**src/rtl/shf_pkg.sv**
```systemverilog
package shf_pkg;

  typedef struct packed {
    logic [1:0] fs_code;
    logic [1:0] fok_code;
    logic       mirr_slow;
    logic [1:0] mirr_set;
  } mode_t;

  localparam mode_t MODE_RST = '0;

  function automatic int unsigned hold_base(logic [1:0] code, int unsigned t1,
                                            int unsigned t2, int unsigned t3);
    case (code)
      2'b01:   return t1;
      2'b10:   return t2;
      2'b11:   return t3;
      default: return 0;
    endcase
  endfunction

  // 00: 1x, 01: 2x, 1x: 4x; never below one tick
  function automatic int unsigned scale_hold(int unsigned base, logic [1:0] spd);
    int unsigned r;
    if (spd[1])      r = base >> 2;
    else if (spd[0]) r = base >> 1;
    else             r = base;
    return (r == 0) ? 1 : r;
  endfunction

endpackage

```
**src/rtl/shf_cmd_decode.sv**
```systemverilog
module shf_cmd_decode
  import shf_pkg::*;
#(
  parameter int unsigned WORD_W = 16,
  parameter int unsigned ADDR_W = 7,
  parameter int unsigned DATA_W = 8
) (
  input  logic              clk_i,
  input  logic              rst_ni,
  input  logic              cmd_valid_i,
  input  logic [WORD_W-1:0] cmd_word_i,
  output logic              coef_we_o,
  output logic [ADDR_W-1:0] coef_addr_o,
  output logic [DATA_W-1:0] coef_data_o,
  output mode_t             mode_o
);

  logic is_coef, is_mode;

  assign is_coef = cmd_valid_i && !cmd_word_i[15];
  assign is_mode = cmd_valid_i && cmd_word_i[15] && (cmd_word_i[14:12] == 3'b000);

  always_ff @(posedge clk_i or negedge rst_ni) begin
    if (!rst_ni) begin
      coef_we_o   <= 1'b0;
      coef_addr_o <= '0;
      coef_data_o <= '0;
    end else begin
      coef_we_o <= is_coef;
      if (is_coef) begin
        coef_addr_o <= cmd_word_i[DATA_W +: ADDR_W];
        coef_data_o <= cmd_word_i[DATA_W-1:0];
      end
    end
  end

  always_ff @(posedge clk_i or negedge rst_ni) begin
    if (!rst_ni) begin
      mode_o <= MODE_RST;
    end else if (is_mode) begin
      mode_o.fs_code   <= cmd_word_i[11:10];
      mode_o.fok_code  <= cmd_word_i[9:8];
      mode_o.mirr_slow <= cmd_word_i[4];
      mode_o.mirr_set  <= cmd_word_i[3:2];
    end
  end

endmodule

```
**src/rtl/shf_tick_gen.sv**
```systemverilog
module shf_tick_gen #(
  parameter int unsigned TICK_DIV = 4
) (
  input  logic clk_i,
  input  logic rst_ni,
  output logic tick_o
);

  localparam int unsigned TW = (TICK_DIV > 1) ? $clog2(TICK_DIV) : 1;
  localparam logic [TW-1:0] LAST = TW'(TICK_DIV - 1);

  logic [TW-1:0] cnt_q;

  always_ff @(posedge clk_i or negedge rst_ni) begin
    if (!rst_ni)            cnt_q <= '0;
    else if (cnt_q == LAST) cnt_q <= '0;
    else                    cnt_q <= cnt_q + 1'b1;
  end

  assign tick_o = (cnt_q == LAST);

endmodule

```
**src/rtl/shf_hold_filter.sv**
```systemverilog
module shf_hold_filter #(
  parameter int unsigned CW = 8
) (
  input  logic          clk_i,
  input  logic          rst_ni,
  input  logic          tick_i,
  input  logic          raw_i,
  input  logic          enable_i,
  input  logic [CW-1:0] limit_i,
  output logic          flag_o
);

  logic          hold_q;
  logic [CW-1:0] cnt_q;
  logic [CW:0]   cnt_nx;

  assign cnt_nx = {1'b0, cnt_q} + {{CW{1'b0}}, 1'b1};

  always_ff @(posedge clk_i or negedge rst_ni) begin
    if (!rst_ni) begin
      hold_q <= 1'b0;
      cnt_q  <= '0;
    end else if (raw_i) begin
      hold_q <= enable_i;
      cnt_q  <= '0;
    end else if (!enable_i) begin
      hold_q <= 1'b0;
      cnt_q  <= '0;
    end else if (hold_q && tick_i) begin
      if (cnt_nx >= {1'b0, limit_i}) begin
        hold_q <= 1'b0;
        cnt_q  <= '0;
      end else begin
        cnt_q <= cnt_nx[CW-1:0];
      end
    end
  end

  // enable gating keeps code 00 a pure follower even mid-hold
  assign flag_o = raw_i | (hold_q & enable_i);

endmodule

```
**src/rtl/status_hold_filter.sv**
```systemverilog
module status_hold_filter
  import shf_pkg::*;
#(
  parameter int unsigned TICK_DIV = 4,
  parameter int unsigned CW       = 8,
  parameter int unsigned FS_T1    = 4,
  parameter int unsigned FS_T2    = 8,
  parameter int unsigned FS_T3    = 16,
  parameter int unsigned FOK_T1   = 9,
  parameter int unsigned FOK_T2   = 20,
  parameter int unsigned FOK_T3   = 44
) (
  input  logic        clk_i,
  input  logic        rst_ni,
  input  logic        cmd_valid_i,
  input  logic [15:0] cmd_word_i,
  input  logic [1:0]  speed_i,
  input  logic        fs_raw_i,
  input  logic        fok_raw_i,
  output logic        fs_good_o,
  output logic        fok_good_o,
  output logic        coef_we_o,
  output logic [6:0]  coef_addr_o,
  output logic [7:0]  coef_data_o,
  output logic        mirr_slow_o,
  output logic [1:0]  mirr_set_o
);

  localparam int unsigned NFLAG = 2;

  mode_t         mode_q;
  logic          tick;
  logic [NFLAG-1:0] raw_vec, en_vec, flag_vec;
  logic [CW-1:0] lim_vec [NFLAG];

  shf_cmd_decode #(.WORD_W(16), .ADDR_W(7), .DATA_W(8)) u_dec (
    .clk_i      (clk_i),
    .rst_ni     (rst_ni),
    .cmd_valid_i(cmd_valid_i),
    .cmd_word_i (cmd_word_i),
    .coef_we_o  (coef_we_o),
    .coef_addr_o(coef_addr_o),
    .coef_data_o(coef_data_o),
    .mode_o     (mode_q)
  );

  shf_tick_gen #(.TICK_DIV(TICK_DIV)) u_tick (
    .clk_i (clk_i),
    .rst_ni(rst_ni),
    .tick_o(tick)
  );

  assign raw_vec = {fok_raw_i, fs_raw_i};
  assign en_vec  = {mode_q.fok_code != 2'b00, mode_q.fs_code != 2'b00};

  always_comb begin
    lim_vec[0] = CW'(scale_hold(hold_base(mode_q.fs_code, FS_T1, FS_T2, FS_T3), speed_i));
    lim_vec[1] = CW'(scale_hold(hold_base(mode_q.fok_code, FOK_T1, FOK_T2, FOK_T3), speed_i));
  end

  for (genvar g = 0; g < NFLAG; g++) begin : g_flt
    shf_hold_filter #(.CW(CW)) u_flt (
      .clk_i   (clk_i),
      .rst_ni  (rst_ni),
      .tick_i  (tick),
      .raw_i   (raw_vec[g]),
      .enable_i(en_vec[g]),
      .limit_i (lim_vec[g]),
      .flag_o  (flag_vec[g])
    );
  end

  assign fs_good_o   = flag_vec[0];
  assign fok_good_o  = flag_vec[1];
  assign mirr_slow_o = mode_q.mirr_slow;
  assign mirr_set_o  = mode_q.mirr_set;

endmodule

```
**config.mk**
```make
export PLATFORM = sky130hd
export DESIGN_NAME = status_hold_filter
export DESIGN_NICKNAME = d
export VERILOG_FILES = /design/src/rtl/shf_pkg.sv /design/src/rtl/shf_cmd_decode.sv /design/src/rtl/shf_tick_gen.sv /design/src/rtl/shf_hold_filter.sv /design/src/rtl/status_hold_filter.sv
export SDC_FILE = /design/constraint.sdc
export NUM_CORES = 1
export LEC_CHECK = 0
export ABC_AREA = 1
export CELL_PAD_IN_SITES_DETAIL_PLACEMENT = 1
export CELL_PAD_IN_SITES_GLOBAL_PLACEMENT = 2
export CORE_MARGIN = 2
export CORE_UTILIZATION = 27
export DETAILED_ROUTE_END_ITERATION = 7
export PLACE_DENSITY_LB_ADDON = 0.1
export REMOVE_ABC_BUFFERS = 1
export SYNTH_ARGS = -nofsm -noshare
export SYNTH_HDL_FRONTEND = slang
export SYNTH_SLANG_ARGS = --single-unit
```
**constraint.sdc**
```tcl
create_clock -name clk_i -period 1.8 [get_ports clk_i]
set_input_delay 0.27 -clock clk_i [delete_from_list [all_inputs] [get_ports clk_i]]
set_output_delay 0.27 -clock clk_i [all_outputs]
set_load 0.01 [all_outputs]
```
**Yosys cells after proc, flatten, opt, wreduce, memory -nomap -nowiden**

Cells that the tools add are included.

- Flip-flop bits (word level): 43
- Input bits: 23
- Output and inout port bits: 21
- Logic and storage cells: 70

- Add/subtract/negate cells: 3
- Order comparisons: 2
- Equal/unequal tests: 11
- Multiplexer cells: 25
- Bitwise logic cells: 4
- Reductions and logical operators: 13

Operators with widths:

| cell | number |
|---|---|
| $mux 8 | 10 |
| $logic_not 32->1 | 2 |
| $mux 32 | 2 |
| $add 8x1->9 const B | 2 |
| $ge 9x8->1 | 2 |
| $pmux 6 s3 | 1 |
| $pmux 5 s3 | 1 |
| $ne 3x3->1 const B | 4 |
| $eq 2x2->1 const B | 5 |
| $mux 5 | 2 |
| $mux 1 | 8 |
| $logic_and 1x1->1 | 5 |
| $eq 2x1->1 const B | 2 |
| $reduce_and 2->1 | 2 |
| $reduce_bool 2->1 | 2 |
| $logic_not 3->1 | 1 |
| $add 2x1->2 const B | 1 |
| $and 1x1->1 | 2 |
| $mux 2 | 1 |
| $or 1x1->1 | 2 |
| $logic_not 1->1 | 1 |

**Longest topological paths before layout**

Gate-level depths: netlist of the first run.

- Word-level depth: 11
- Gate-level depth with buffers: 16
- Mapped depth without buffers: 16

**Cells and area by module**

A second synthesis of the first run with hierarchy kept.

- Cell total of the unflattened synthesis: 348
- Area total of the unflattened synthesis: 2651.3 µm²

By module, submodules not included:

| module | times used | cells an instance | area each (µm²) | seq. area each (µm²) |
|---|---|---|---|---|
| shf_cmd_decode | 1 | 98 | 892.1 | 575.6 |
| shf_hold_filter (g_flt[0].u_flt) | 1 | 96 | 738.2 | 225.2 |
| shf_hold_filter (g_flt[1].u_flt) | 1 | 102 | 738.2 | 225.2 |
| status_hold_filter | 1 | 48 | 216.5 | 0.0 |
| shf_tick_gen | 1 | 4 | 66.3 | 50.0 |

**Worst setup path before layout of the first run**

Ideal clock, no wire load.

- Path type: register -> register
- From: register g_flt[1].u_flt.cnt_q[0]
- To: register g_flt[1].u_flt.hold_q
- Library setup time: 0.116 ns
- Arrival time: 1.763 ns
- Required time: 1.684 ns
- Slack: -0.079 ns
- Cell stages (with the launch flop): 15
- Path buffers: 0
- Clock period less this slack: 1.879 ns
- Cell sequence: dfrtp_1 -> ha_1 -> nand2_1 -> nor2_1 -> xor2_1 -> ha_1 -> nand2_1 -> nor2_1 -> nand2_1 -> nand3_1 -> nand2_1 -> nand3_4 -> nand2_2 -> nand2_1 -> nand2_1

- Word-level cells in the longest chain between the ends: 4

RTL lines:

| element | RTL line | source |
|---|---|---|
| from (decl) | shf_hold_filter.sv:14 | `logic [CW-1:0] cnt_q;` |
| from (signal assigned) | shf_hold_filter.sv:34 | `cnt_q <= cnt_nx[CW-1:0];` |
| $add 8x1->9 | shf_hold_filter.sv:17 | `assign cnt_nx = {1'b0, cnt_q} + {{CW{1'b0}}, 1'b1};` |
| $ge 9x8->1 | shf_hold_filter.sv:30 | `if (cnt_nx >= {1'b0, limit_i}) begin` |
| $ne 3x3->1 (no source line) | - |  |
| $reduce_and 2->1 (no source line) | - |  |
| to (signal assigned) | shf_hold_filter.sv:24 | `hold_q <= enable_i;` |
| to (decl) | shf_hold_filter.sv:13 | `logic hold_q;` |

Every way passes these cells.
A chain may end at the register's enable or synchronous reset.

**Worst setup path in the final report of the first run**

- From: register g_flt[1].u_flt.cnt_q[1]
- To: register g_flt[1].u_flt.hold_q

The elaborated chain is that of the path after synthesis.

==> metrics.csv, run 1 <==
stage,metric,value,unit
critical_path,crit-path max cell delay,400,ps
sta,fin crit period,2020,ps
floorplanning,die footprint,9340,µm²
routing,DR pass1 iterations,4,
sta,Worst Tran Pin Value,619,ps
routing,routed wire length,6190,µm
power_and_ir_drop,Power Total,2840,µW
floorplanning,effective utilization at floorplan,0.281,
clocking,Max Root-Sink Buffers,2,
clocking,Clock transition at path regs,90,ps
place,GPL Wtd Cong,0.721,
critical_path,WP data required,2040,ps
floorplanning,Die Y,96.6,µm
logic_synthesis,post-synth top area share,0.464,
critical_path,critical path launch point type,flop,
power_and_ir_drop,logic gate share of total power,0.375,
power_and_ir_drop,clock power share,0.219,
global_route,All-Layer GR Usage,0.133,
critical_path,"Largest delay share family, worst path",simple AND/OR/NAND/NOR gates,
run_status,failing checks,negative setup slack,
logic_synthesis,Synth Area per Inst,7.88,µm²
critical_path,CP max-delay cell,dfrtp_1,
clocking,CTS tree,yes,
logic_synthesis,register bit total from synthesis,43,
critical_path,CP cell instances,buf_6 > nand2_2 > nor2_4 > buf_4 > xor2_2 > ha_1 > nand2_1 > nor2_1 > nand2_1 > nand3_1 > nand2_2 > nand3_4 > nand2_2 > nand2_1 > nand2_1,
sta,setup TNS,-1400,ps
sta,"Hold Vio Cnt, Final",0,
critical_path,crit-path max FO,7,
critical_path,Critical Path Stages,15,
clocking,CTS Buf Count,5,
place,I/O Buffers,43,
critical_path,Critical path buffers and inverters,2,
global_route,vias in the first global route,2218,
routing,routed length per placed instance,12.8,µm
place,dpl ws,-635,ps
power_and_ir_drop,pwr/cell area,807,nW/µm²
critical_path,depth of the most critical reg-to-reg path,15,
sta,clock skew,8.47,ps
global_route,largest net degree at the start of global routing,44,
floorplanning,# IOs,44,
final_layout,# diodes,0,
global_route,initial antenna violation count,0,
place,Detailed Place HPWL,4430,µm
global_route,first-pass GRT wire length,10300,µm
final_layout,Nets,416,
final_layout,layout cells sized above 1,0.305,
global_route,GRT Residual Overflow,0,
routing,Via Count,2161,
logic_synthesis,Mapped Area,2320,µm²
critical_path,crit path DAT,2260,ps
sta,max frequency,0.495,GHz
power_and_ir_drop,switching part of the total,0.342,
power_and_ir_drop,Peak VDD IR,0.357,mV
critical_path,Setup CP Type,flop to flop,
clocking,CTS H-tree depth,2,
routing,drt drc,0,
final_layout,P&R area growth vs syn,51.9,%
run,max-cap viol count,0,
critical_path,Reg2Reg Setup Slack,-220,ps
power_and_ir_drop,Leakage,0.00171,µW
sta,Setup Viol. Count Final,10,
critical_path,CP Capture Type,flop,
floorplanning,core box area,8260,µm²
worst_hold_path,hold path depth,1,
sta,Slew headroom,0.587,
logic_synthesis,Ys Warns,0,
floorplanning,row cnt,33,
floorplanning,Die Width,96.6,µm
logic_synthesis,sequential element share of the synthesized area,0.464,
clocking,clk_lat worst skew,300,ps
sta,final setup margin,-219,ps
sta,fin crit share,1.12,
worst_hold_path,worst hold path type,flop to flop,
routing,drt via density,4.46,
power_and_ir_drop,Sw Pwr,972,µW
logic_synthesis,Yosys cell types,27,
logic_synthesis,synth top area cells,"dfrtp_1 46%, nand2_1 16%, ha_1 7.6%, inv_1 5.7%, o21ai_0 5.4%",
logic_synthesis,Synth area leader,dfrtp_1,
routing,Iteration-0 DRC Markers,25,
clocking,CTS Root Cell,clkbuf_8,
power_and_ir_drop,P_int,1870,µW
routing,ANT nets after route,0,
run_status,status,finished with violations,
sta,Max Slew Vio Count,0,
critical_path,cell repeated most along the worst path,nand2_1,
power_and_ir_drop,power share of the sequential group,0.406,
logic_synthesis,Post-Synthesis Cells,294,
clocking,clock sinks,43,
sta,RSZ-0062 raised after global routing,yes,
final_layout,final design utilization,0.426,
[path summary, 6_finish.rpt]
path                                      endpoint               startpoint
setup / recovery             g_flt[1].u_flt.hold_q  g_flt[1].u_flt.cnt_q[1]
hold / removal                     u_tick.cnt_q[0]          u_tick.cnt_q[0]
setup reg to reg             g_flt[1].u_flt.hold_q  g_flt[1].u_flt.cnt_q[1]
hold reg to reg                    u_tick.cnt_q[0]          u_tick.cnt_q[0]
max in group asynchronous          u_dec.mode_o[5]                   rst_ni
min in group asynchronous  g_flt[1].u_flt.cnt_q[6]                   rst_ni
[cells by family (layout without fill, tap and decap cells)]
| family | count (synthesis) | count (layout) | synth area share |
|---|---|---|---|
| simple gates | 142 | 142 | 0.252 |
| buf+inv | 45 | 131 | 0.0799 |
| compound gates | 44 | 44 | 0.106 |
| flops | 43 | 43 | 0.464 |
| fa+ha+maj | 14 | 14 | 0.0756 |
| xor+xnor | 6 | 6 | 0.0227 |
[stage by stage]
| stage | std cells | cell area, µm² | hold slack [ps] |
|---|---|---|---|
| floorplan | 286 | 2270 | -25.6 |
| global placement | 463 | 3060 | 275 |
| detailed placement | 463 | 3060 | 275 |
| CTS | 480 | 3230 | 439 |
| global route | 485 | 3520 | 464 |
| finish | 485 | 3520 | 430 |
[worst reg2reg max path: cells and delay by family, from the launching register on]
family        cells  cell delay, ps
xor+xnor          1             190
fa+ha+maj         1             270
buf+inv           2             260
simple gates     11             850
flops             1             400
[registers in the layout, indices dropped and copies added (netlist names)]
name and cells:
g_flt.u_flt.cnt_q 16, g_flt.u_flt.hold_q 2, u_dec.coef_addr_o 7, u_dec.coef_data_o 8
u_dec.coef_we_o 1, u_dec.mode_o 7, u_tick.cnt_q 2
[cell usage in the layout, fill, tap and decap left out, drive strengths merged]
master	n
dlygate4sd3	1
clkinvlp	1
clkbuf	7
buf	43
dfrtp	43
nor2	26
a22oi	1
o21ai	32
a211oi	1
ha	14
xor2	5
nand2	101
clkinv	1
clkdlybuf4s50	38
dlygate4sd2	2
nand3	11
a21boi	1
inv	37
nor3	3
a31oi	1
a21oi	4
dlymetal6s2s	1
or2	1
o22ai	4
xnor2	1
[cells in the mapped netlist]
cell type and instances:
nor3_1 3, or2_2 1, a22oi_1 1, nand2_1 99, a211oi_1 1, clkbuf_1 1
a21oi_1 4, inv_2 2, xnor2_1 1, o22ai_1 4, nand2_2 1, dfrtp_1 43
a21boi_0 1, xor2_1 5, o21ai_0 25, a31oi_1 1, o21ai_1 4, nor2_1 23
nand3_1 10, nand2_4 1, ha_1 14, nor2_2 3, buf_4 3, nand3_4 1
o21ai_2 3, inv_1 35, buf_2 4
[routing by layer]
layer  vias to the layer above  share of wire  GRT usage
met2                        41           0.48      0.217
li1                       1090              -          -
met1                      1024           0.45      0.170
met5                         -              0          0
met4                         0          0.011     0.0325
met3                         6          0.057     0.0434
[what timing repair did]
item | in CTS | in global routing
endpoints found under the hold margin | 43 | 0
pin swaps | 5 | 32
setup buffers | 8 | 5
hold buffers | 1 | 0
setup endpoints to repair | 15 | 14
gates resized for setup | 13 | 68
gates cloned | 0 | 0
[power groups by stage]
stage	Clock, µW	Sequential, µW	Combinational (µW)
2_1_floorplan	0	1190	407
3_3_place_gp	0	1160	872
3_5_place_dp	0	1160	889
4_1_cts	665	1140	935
5_1_grt	692	1170	1200
6_report	623	1150	1060
[cell type report]
type                       instances  area, µm²
sequential                        43       1080
tap                              105        131
multi-input combinational        206       1310
fill                            1020       4740
timing repair buffer              86        773
clock buffer                       6       72.6
clock inverter                     2       12.5
inverter                          37        139
No activity file was read; power rests on OpenSTA's default activity.
==> inputs of run 2 (changes only) <==
--- a/config.mk
+++ b/config.mk
@@ -8,7 +8,7 @@
 export ABC_AREA = 1
 export CELL_PAD_IN_SITES_DETAIL_PLACEMENT = 1
 export CELL_PAD_IN_SITES_GLOBAL_PLACEMENT = 2
-export CORE_MARGIN = 2
+export CORE_MARGIN = 3
 export CORE_UTILIZATION = 27
 export DETAILED_ROUTE_END_ITERATION = 7
 export PLACE_DENSITY_LB_ADDON = 0.1
==> metrics.csv, run 2 (same netlist as run 1, synthesis figures left out) <==
stage,metric,value,unit
run_status,failing checks,negative setup slack,
sta,Slew headroom,0.598,
run,max-cap viol count,0,
final_layout,Largest regs,"g_flt.u_flt.cnt_q (16), u_dec.coef_data_o (8)",
final_layout,# diodes,0,
clocking,CTS Buf Count,5,
floorplanning,effective utilization at floorplan,0.281,
clocking,CTS H-tree depth,2,
clocking,Max Root-Sink Buffers,2,
critical_path,CP Capture Type,flop,
sta,fin crit share,1.11,
routing,drt via density,4.38,
sta,max frequency,0.500,GHz
critical_path,crit path DAT,2240,ps
clocking,CTS Root Cell,clkbuf_8,
place,I/O Buffers,43,
critical_path,WP data required,2040,ps
sta,fin crit period,2000,ps
place,dpl ws,-526,ps
power_and_ir_drop,Leakage,0.00171,µW
floorplanning,Die Width,98.6,µm
sta,"Hold Vio Cnt, Final",0,
sta,final hold slack,431,ps
final_layout,Reg area,1080,µm²
critical_path,critical path launch point type,flop,
place,Detailed Place HPWL,4500,µm
power_and_ir_drop,Peak VDD IR,0.313,mV
floorplanning,# IOs,44,
final_layout,"commonest non-fill, non-tap cell in the layout",nand2_1,
final_layout,layout cells sized above 1,0.272,
global_route,vias in the first global route,2197,
routing,ANT nets after route,0,
final_layout,P&R area growth vs syn,50.0,%
sta,clock skew,5.35,ps
global_route,largest net degree at the start of global routing,28,
floorplanning,Die Y,98.6,µm
clocking,CTS tree,yes,
power_and_ir_drop,pwr/cell area,888,nW/µm²
floorplanning,die footprint,9730,µm²
global_route,first-pass GRT wire length,10300,µm
sta,Worst Tran Pin Value,602,ps
sta,final setup margin,-198,ps
routing,drt drc,0,
final_layout,Reg with most FFs,g_flt.u_flt.cnt_q,
global_route,initial antenna violation count,0,
critical_path,R2R Path Start,g_flt[1].u_flt.cnt_q[0],
final_layout,Filler Cell Count,1002,
sta,Setup Viol. Count Final,13,
routing,Via Count,2136,
clocking,clk_lat worst skew,300,ps
final_layout,"commonest cells after routing, fill and taps aside","91 x nand2_1, 43 x dfrtp_1, 42 x buf_4",
run_status,status,finished with violations,
final_layout,Nets,419,
routing,routed wire length,6160,µm
global_route,All-Layer GR Usage,0.130,
final_layout,area of the multi-input gates,1210,µm²
worst_hold_path,worst hold path type,flop to flop,
routing,routed length per placed instance,12.6,µm
routing,DR pass1 iterations,4,
critical_path,CP startpoint,g_flt[1].u_flt.cnt_q[0],
sta,Max Slew Vio Count,0,
final_layout,max FFs per register,16,
routing,Iteration-0 DRC Markers,34,
sta,setup TNS,-1730,ps
critical_path,crit-path max FO,7,
worst_hold_path,hold path start,u_tick.cnt_q[0],
place,GPL Wtd Cong,0.710,
floorplanning,core box area,8260,µm²
global_route,GRT Residual Overflow,0,
clocking,Clock transition at path regs,80,ps
floorplanning,row cnt,33,
sta,RSZ-0062 raised after global routing,yes,
critical_path,Setup CP Type,flop to flop,
clocking,clock sinks,43,
-- run 2: cell count changes in the layout (fill, tap and decap cells not counted), moves of 3 or more --
cell / delta
buf_4: +5
dfrtp_1: +4
dfrtp_2: -4
ha_4: -3
nand2_1: +3
xor2_1: +3
-- run 2: layer usage --
metal,vias to the layer above,wire length [µm],global-route usage
met3,5,360,0.0432
met5,-,0,0
met2,39,2800,0.199
met4,0,61,0.0347
li1,1094,-,-
met1,998,2940,0.177
-- run 2: worst max-delay path, cell delays in order (launching register included) --
cell,delay (ps)
dfrtp_1,400
buf_4,140
inv_1,70
nor2_4,150
nand2_1,90
xnor2_1,150
ha_2,200
inv_1,60
nand3_1,70
nor2_1,90
nand2_1,70
nor2_2,130
nand3_4,150
nand2_2,80
nand2_1,40
nand2_1,50
-- run 2: what timing repair did --
action	4_1_cts	5_1_grt
hold buffers	1	0
gates resized for setup	38	22
endpoints found under the hold margin	16	0
pin swaps	18	14
setup endpoints to repair	15	14
buffers inserted	5	7
-- run 2: power breakdown --
| group | internal (µW) | switching [µW] | total (µW) | leakage, µW |
|---|---|---|---|---|
| combinational | 507 | 537 | 1040 | 0.00109 |
| clock | 555 | 348 | 903 | 0.0000654 |
| sequential | 1070 | 68.8 | 1140 | 0.000559 |
-- run 2: worst paths after layout --
kind	to	slack (ps)	cells after the start
setup / recovery	g_flt[1].u_flt.hold_q	-200	15
hold / removal	u_tick.cnt_q[0]	430	1
setup reg to reg	g_flt[1].u_flt.hold_q	-200	15
hold reg to reg	u_tick.cnt_q[0]	430	1
max in group asynchronous	u_dec.mode_o[6]	850	3
min in group asynchronous	g_flt[1].u_flt.cnt_q[2]	450	2
-- run 2: metrics by stage --
step | util | cells | area, µm² | total power, µW
6_report | 0.421 | 488 | 3480 | 3090
5_1_grt | 0.421 | 488 | 3480 | 3320
4_1_cts | 0.405 | 481 | 3350 | 3060
3_5_place_dp | 0.374 | 467 | 3090 | 2050
3_3_place_gp | 0.374 | 467 | 3090 | 2040
2_1_floorplan | - | 286 | 2270 | 1600
-- run 2: cell type report --
class | count | share of cell area
sequential | 43 | 0.310
timing repair buffer | 89 | 0.226
clock inverter | 2 | 0.0173
inverter | 37 | 0.0400
tap | 105 | 0.0378
clock buffer | 6 | 0.0209
multi-input combinational | 206 | 0.348
